$ cat config.mk
export PLATFORM = sky130hd
export DESIGN_NAME = age_lateness_unit
export DESIGN_NICKNAME = d
export VERILOG_FILES = /design/src/rtl/age_pkg.sv /design/src/rtl/age_scaler.sv /design/src/rtl/age_thr_table.sv /design/src/rtl/age_slot_table.sv /design/src/rtl/age_lateness_unit.sv
export SDC_FILE = /design/constraint.sdc
export NUM_CORES = 2
export LEC_CHECK = 0
export ABC_AREA = 0
export BUFFER_PORTS_ARGS = -buffer_cell sky130_fd_sc_hd__buf_4
export CORE_MARGIN = 3
export CORE_UTILIZATION = 50
export DETAILED_ROUTE_END_ITERATION = 16
export PLACE_DENSITY = 0.71
export SYNTH_ARGS = -nofsm -noshare
export SYNTH_HDL_FRONTEND = slang
export SYNTH_HIERARCHICAL = 1
export SYNTH_SLANG_ARGS = --single-unit
export TNS_END_PERCENT = 20
$ cat constraint.sdc
create_clock -name clk_i -period 8.5 [get_ports clk_i]
set_input_delay 1.275 -clock clk_i [delete_from_list [all_inputs] [get_ports clk_i]]
set_output_delay 1.275 -clock clk_i [all_outputs]
set_load 0.005 [all_outputs]
$ cat src/rtl/age_pkg.sv
package age_pkg;
  localparam int HDR_W    = 128;
  localparam int AGE_W    = 12;
  localparam int CORE_W   = 5;
  localparam int CNT_W    = 16;
  // header field positions decoded by routers
  localparam int AGE_LSB  = 0;
  localparam int CORE_LSB = 12;
  localparam int PRIO_BIT = 17;

  typedef struct packed {
    logic              vld;
    logic [CORE_W-1:0] core;
    logic [AGE_W-1:0]  age;
    logic [CNT_W-1:0]  stamp;
  } slot_ent_t;
endpackage

$ cat src/rtl/age_scaler.sv
module age_scaler #(
  parameter int AGE_W  = 12,
  parameter int CNT_W  = 16,
  parameter int MULT_W = 8,
  parameter int FRAC_W = 4
) (
  input  logic [AGE_W-1:0]  age_i,
  input  logic [CNT_W-1:0]  elapsed_i,
  input  logic [MULT_W-1:0] mult_i,
  output logic [AGE_W-1:0]  age_o
);
  localparam int PROD_W = CNT_W + MULT_W;
  localparam int INC_W  = PROD_W - FRAC_W;
  localparam logic [INC_W:0] SAT = {{(INC_W+1-AGE_W){1'b0}}, {AGE_W{1'b1}}};

  logic [PROD_W-1:0] prod;
  logic [INC_W-1:0]  inc;
  logic [INC_W:0]    sum;

  always_comb begin
    prod  = PROD_W'(elapsed_i) * PROD_W'(mult_i);
    inc   = prod[PROD_W-1:FRAC_W];  // floor of fractional product
    sum   = {1'b0, inc} + (INC_W+1)'(age_i);
    age_o = (sum > SAT) ? {AGE_W{1'b1}} : sum[AGE_W-1:0];
  end
endmodule

$ cat src/rtl/age_thr_table.sv
module age_thr_table #(
  parameter int NUM_CORES = 32,
  parameter int IDX_W     = 5,
  parameter int AGE_W     = 12
) (
  input  logic             clk_i,
  input  logic             rst_ni,
  input  logic             wr_en_i,
  input  logic [IDX_W-1:0] wr_idx_i,
  input  logic [AGE_W-1:0] wr_val_i,
  input  logic [IDX_W-1:0] rd_idx_i,
  output logic [AGE_W-1:0] rd_val_o
);
  logic [AGE_W-1:0] thr_q [NUM_CORES];

  for (genvar g = 0; g < NUM_CORES; g++) begin : g_ent
    always_ff @(posedge clk_i or negedge rst_ni) begin
      if (!rst_ni)                                  thr_q[g] <= {AGE_W{1'b1}};
      else if (wr_en_i && wr_idx_i == IDX_W'(g))    thr_q[g] <= wr_val_i;
    end
  end

  // out-of-range cores read as never late
  assign rd_val_o = (int'(rd_idx_i) < NUM_CORES) ? thr_q[rd_idx_i] : {AGE_W{1'b1}};
endmodule

$ cat src/rtl/age_slot_table.sv
module age_slot_table import age_pkg::*; #(
  parameter int NUM_SLOTS = 8,
  parameter int TAG_W     = $clog2(NUM_SLOTS)
) (
  input  logic             clk_i,
  input  logic             rst_ni,
  input  logic             wr_en_i,
  input  logic [TAG_W-1:0] wr_idx_i,
  input  slot_ent_t        wr_ent_i,
  input  logic             clr_en_i,
  input  logic [TAG_W-1:0] clr_idx_i,
  input  logic [TAG_W-1:0] rd_idx_i,
  output slot_ent_t        rd_ent_o
);
  slot_ent_t ent_q [NUM_SLOTS];

  for (genvar g = 0; g < NUM_SLOTS; g++) begin : g_slot
    always_ff @(posedge clk_i or negedge rst_ni) begin
      if (!rst_ni)                                   ent_q[g] <= '0;
      else if (wr_en_i && wr_idx_i == TAG_W'(g))     ent_q[g] <= wr_ent_i;
      else if (clr_en_i && clr_idx_i == TAG_W'(g))   ent_q[g].vld <= 1'b0;
    end
  end

  assign rd_ent_o = ent_q[rd_idx_i];
endmodule

$ cat src/rtl/age_lateness_unit.sv
module age_lateness_unit import age_pkg::*; #(
  parameter int NUM_SLOTS = 8,
  parameter int NUM_CORES = 32,
  parameter int MULT_W    = 8,
  parameter int FRAC_W    = 4,
  localparam int TAG_W    = $clog2(NUM_SLOTS)
) (
  input  logic              clk_i,
  input  logic              rst_ni,
  input  logic [MULT_W-1:0] freq_mult_i,
  input  logic              thr_upd_valid_i,
  input  logic [CORE_W-1:0] thr_upd_core_i,
  input  logic [AGE_W-1:0]  thr_upd_value_i,
  input  logic              req_valid_i,
  input  logic [TAG_W-1:0]  req_tag_i,
  input  logic [CORE_W-1:0] req_core_i,
  input  logic [AGE_W-1:0]  req_age_i,
  input  logic              rsp_valid_i,
  input  logic [TAG_W-1:0]  rsp_tag_i,
  input  logic [HDR_W-1:0]  rsp_hdr_i,
  output logic              rsp_valid_o,
  output logic [HDR_W-1:0]  rsp_hdr_o
);
  logic [CNT_W-1:0]  cnt_q;
  slot_ent_t         new_ent, pend;
  logic              pend_vld;
  logic [CORE_W-1:0] pend_core;
  logic [AGE_W-1:0]  pend_age;
  logic [CNT_W-1:0]  elapsed;
  logic [AGE_W-1:0]  age_new, thr_cur;
  logic              late;
  logic [HDR_W-1:0]  hdr_d, hdr_q;
  logic              vld_q;

  // local time base, differences taken modulo 2**CNT_W
  always_ff @(posedge clk_i or negedge rst_ni) begin
    if (!rst_ni) cnt_q <= '0;
    else         cnt_q <= cnt_q + 1'b1;
  end

  always_comb begin
    new_ent.vld   = 1'b1;
    new_ent.core  = req_core_i;
    new_ent.age   = req_age_i;
    new_ent.stamp = cnt_q;
  end

  age_slot_table #(.NUM_SLOTS(NUM_SLOTS)) u_slots (
    .clk_i     (clk_i),
    .rst_ni    (rst_ni),
    .wr_en_i   (req_valid_i),
    .wr_idx_i  (req_tag_i),
    .wr_ent_i  (new_ent),
    .clr_en_i  (rsp_valid_i),
    .clr_idx_i (rsp_tag_i),
    .rd_idx_i  (rsp_tag_i),
    .rd_ent_o  (pend)
  );

  assign pend_vld  = pend.vld;
  assign pend_core = pend.core;
  assign pend_age  = pend.age;
  assign elapsed   = cnt_q - pend.stamp;

  age_scaler #(.AGE_W(AGE_W), .CNT_W(CNT_W), .MULT_W(MULT_W), .FRAC_W(FRAC_W)) u_scale (
    .age_i     (pend_age),
    .elapsed_i (elapsed),
    .mult_i    (freq_mult_i),
    .age_o     (age_new)
  );

  age_thr_table #(.NUM_CORES(NUM_CORES), .IDX_W(CORE_W), .AGE_W(AGE_W)) u_thr (
    .clk_i    (clk_i),
    .rst_ni   (rst_ni),
    .wr_en_i  (thr_upd_valid_i),
    .wr_idx_i (thr_upd_core_i),
    .wr_val_i (thr_upd_value_i),
    .rd_idx_i (pend_core),
    .rd_val_o (thr_cur)
  );

  assign late = age_new > thr_cur;

  always_comb begin
    hdr_d                        = rsp_hdr_i;
    hdr_d[AGE_LSB +: AGE_W]      = age_new;
    hdr_d[CORE_LSB +: CORE_W]    = pend_core;
    hdr_d[PRIO_BIT]              = late;
  end

  always_ff @(posedge clk_i or negedge rst_ni) begin
    if (!rst_ni) begin
      vld_q <= 1'b0;
      hdr_q <= '0;
    end else begin
      vld_q <= rsp_valid_i;
      if (rsp_valid_i) hdr_q <= hdr_d;
    end
  end

  assign rsp_valid_o = vld_q;
  assign rsp_hdr_o   = hdr_q;
endmodule


==> metrics.md <==
| Metric | Value |
|---|---|
| Type of the worst setup path | `in2reg` |
| Largest net degree at the start of global routing | `196` |
| CP Capture Type | `register` |
| Max-cap viol count | `0` |
| Clock buffer depth | `3` |
| Drt first pass iters | `5` |
| I/O Pins | `310` |
| Setup crit start | `rsp_tag_i[0]` |
| Smallest hold slack | `478 ps` |
| Total CTS buffers | `84` |
| CP endpoint | `rsp_hdr_o[17]$_DFFE_PN0P_` |
| Syn Nets | `3399` |
| Tmin final | `9160 ps` |
| N_diodes | `0` |
| Req. time, crit path | `9070 ps` |
| Routed wire length | `105 mm` |
| PortBufs | `291` |
| Hold crit path type | `reg2reg` |
| Ys Warns | `6` |
| Fin crit share | `108%` |
| Reg2Reg Setup Slack | `-240 ps` |
| H-tree depth | `3` |
| Internal power | `0.0142 W` |
| First DRT Iteration DRCs | `1405` |
| PD cells | `472 nW/um2` |
| Sequential power share | `21.2%` |
| Final setup fails | `8` |
| Fill count | `6294` |
| VDD IR max | `1.06 mV` |
| Total grt overflow | `0` |
| Combinational power share | `63.1%` |
| Max stage delay on crit path | `530 ps` |
| Worst Path Arrival | `9720 ps` |
| Violated checks | `negative setup slack` |
| CP startpoint kind | `input port` |
| Post-Syn Instances | `3050` |
| Area grow syn2layout | `19.4%` |
| DP Wirelength | `69.9 mm` |
| TritonCTS clock tree | `yes` |
| Starting density of the core | `50.5%` |
| Clk pwr share | `15.7%` |
| F_max | `109 MHz` |
| Fin. max-slew vios | `0` |
| Cell area after synthesis | `41500 um2` |
| Slew HR | `12.0%` |
| Routed wire length per instance | `22.8 um` |
| FF-to-FF path depth | `39` |
| Worst Clk Skew | `26.1 ps` |
| Share of layout cells above drive strength 1 | `58.2%` |
| Lkg Pwr | `21.8 nW` |
| Drt via density | `5.72` |
| Gpl congestion | `0.869` |
| Num Clock Sinks | `793` |
| NetSw | `0.00925 W` |
| Reg-to-reg endpoint | `rsp_hdr_o[17]$_DFFE_PN0P_` |
| Worst slew pin tran | `1310 ps` |
| FP Rows | `105` |
| Final net count | `3811` |
| Die area | `86600 um2` |
| Fin. Hold Viols | `0` |
| Worst flop-to-flop path startpoint | `u_slots/ent_q[69]$_DFFE_PN0P_` |
| Design Power | `0.0234 W` |
| Slowest CP cell | `fa_1` |
| Core footprint | `82200 um2` |
| Final WS setup | `-656 ps` |
| Mean post-synth cell area | `13.6 um2` |
| First-pass GRT wire length | `164 mm` |
| Die width | `294 um` |
| Total GRT Usage | `24.1%` |
| Unrepaired setup endpoints after global routing | `yes` |
| Pre-CTS WS | `-1520 ps` |
| Most used cell, CP | `fa_1` |
| Chip Height | `294 um` |
| DR DRC count | `0` |
| Initial antenna violation count | `1` |
| Clock transition at the registers of the reported paths | `60 ps` |
| Switching part of the total | `39.5%` |
| Via count | `26301` |
| Final antenna-violating net count | `0` |
| Largest fanout on the critical path | `6` |
| Root buffer cell | `clkbuf_16` |
| Clock Latency Late Sink | `640 ps` |
| WHS Path Cells | `1` |
| Run status | `finished with violations` |
| Number of global-route vias before repair | `28845` |
==> power groups by stage <==
stage | registers (W) | logic, W | clock network (W)
after floorplan | 0.00492 | 0.00815 | 0
after global placement | 0.00497 | 0.0124 | 0
after detailed placement | 0.00502 | 0.0126 | 0
after CTS | 0.00496 | 0.0133 | 0.00377
after global routing | 0.00504 | 0.0162 | 0.00393
final | 0.00497 | 0.0148 | 0.00368
==> state kept, by name, indices dropped and copies added, names as in the netlist <==
name	count
u_thr/thr_q	384
u_slots/ent_q	264
rsp_hdr_o	128
cnt_q	16
rsp_valid_o	1
==> placed cells by master, fill, tap and decap left out, drive strengths merged, types with 86 or more instances in the layout <==
| cell | count |
|---|---|
| mux2 | 808 |
| buf | 521 |
| dfrtp | 409 |
| dfstp | 384 |
| mux2i | 194 |
| inv | 123 |
| clkbuf | 122 |
| nand2 | 115 |
| and2 | 97 |
| fa | 86 |
==> layout make-up <==
type | count | area [um2] | area share (%)
clock buffers | 120 | 2480 | 5.00
clock inverters | 32 | 345 | 0.696
inverters | 120 | 450 | 0.908
multi-input cells | 1940 | 20500 | 41.4
flip-flops and latches | 793 | 20300 | 41.0
well taps | 1070 | 1340 | 2.70
repair buffers | 523 | 4100 | 8.27
==> worst max-delay path: cells and delay by family <==
kind                     cells  cell delay (ps)
AND/OR/NAND/NOR             11             1710
multiplexers                 3              920
AO/OA/AOI/OAI               10             1860
buffers and inverters        6              660
XOR/XNOR                     2              320
adder cells (fa/ha/maj)      8             2980
==> worst min-delay path by stage <==
| stage | end | from |
|---|---|---|
| global route | u_slots/ent_q[263]$_DFFE_PN0P_ | u_slots/ent_q[263]$_DFFE_PN0P_ |
| CTS | cnt_q[0]$_DFF_PN0_ | cnt_q[0]$_DFF_PN0_ |
| global placement | cnt_q[0]$_DFF_PN0_ | cnt_q[0]$_DFF_PN0_ |
| floorplan | u_slots/ent_q[263]$_DFFE_PN0P_ | u_slots/ent_q[263]$_DFFE_PN0P_ |
| detailed placement | cnt_q[0]$_DFF_PN0_ | cnt_q[0]$_DFF_PN0_ |
| finish | cnt_q[0]$_DFF_PN0_ | cnt_q[0]$_DFF_PN0_ |
==> layer usage <==
metal  vias to the layer above  track usage, %  part of all wire [%]
li1                      11714               -                     -
met1                     13830            30.8                    41
met2                       556            42.3                    51
met3                       201            3.33                   3.8
met4                         0            8.19                   3.4
met5                         -               0                     0
==> timing repair <==
item,CTS,global route
setup endpoints to repair,13,13
gates resized for setup,45,76
hold buffers,0,0
cloned,1,1
endpoints found under the hold margin,0,0
buffers inserted,4,16
pin swaps,5,60
==> per-stage QoR <==
| stage | cell area [um2] | instances | TNS, ps | utilization (%) |
|---|---|---|---|---|
| 2_1_floorplan | 41700 | 3050 | -4320 | - |
| 3_3_place_gp | 45900 | 4425 | -10660 | 55.9 |
| 3_5_place_dp | 45900 | 4425 | -12290 | 55.9 |
| 4_1_cts | 49100 | 4582 | -569 | 59.7 |
| 5_1_grt | 49600 | 4598 | -4790 | 60.3 |
| 6_report | 49600 | 4598 | -1320 | 60.3 |
(Power assumes the default switching activity.)
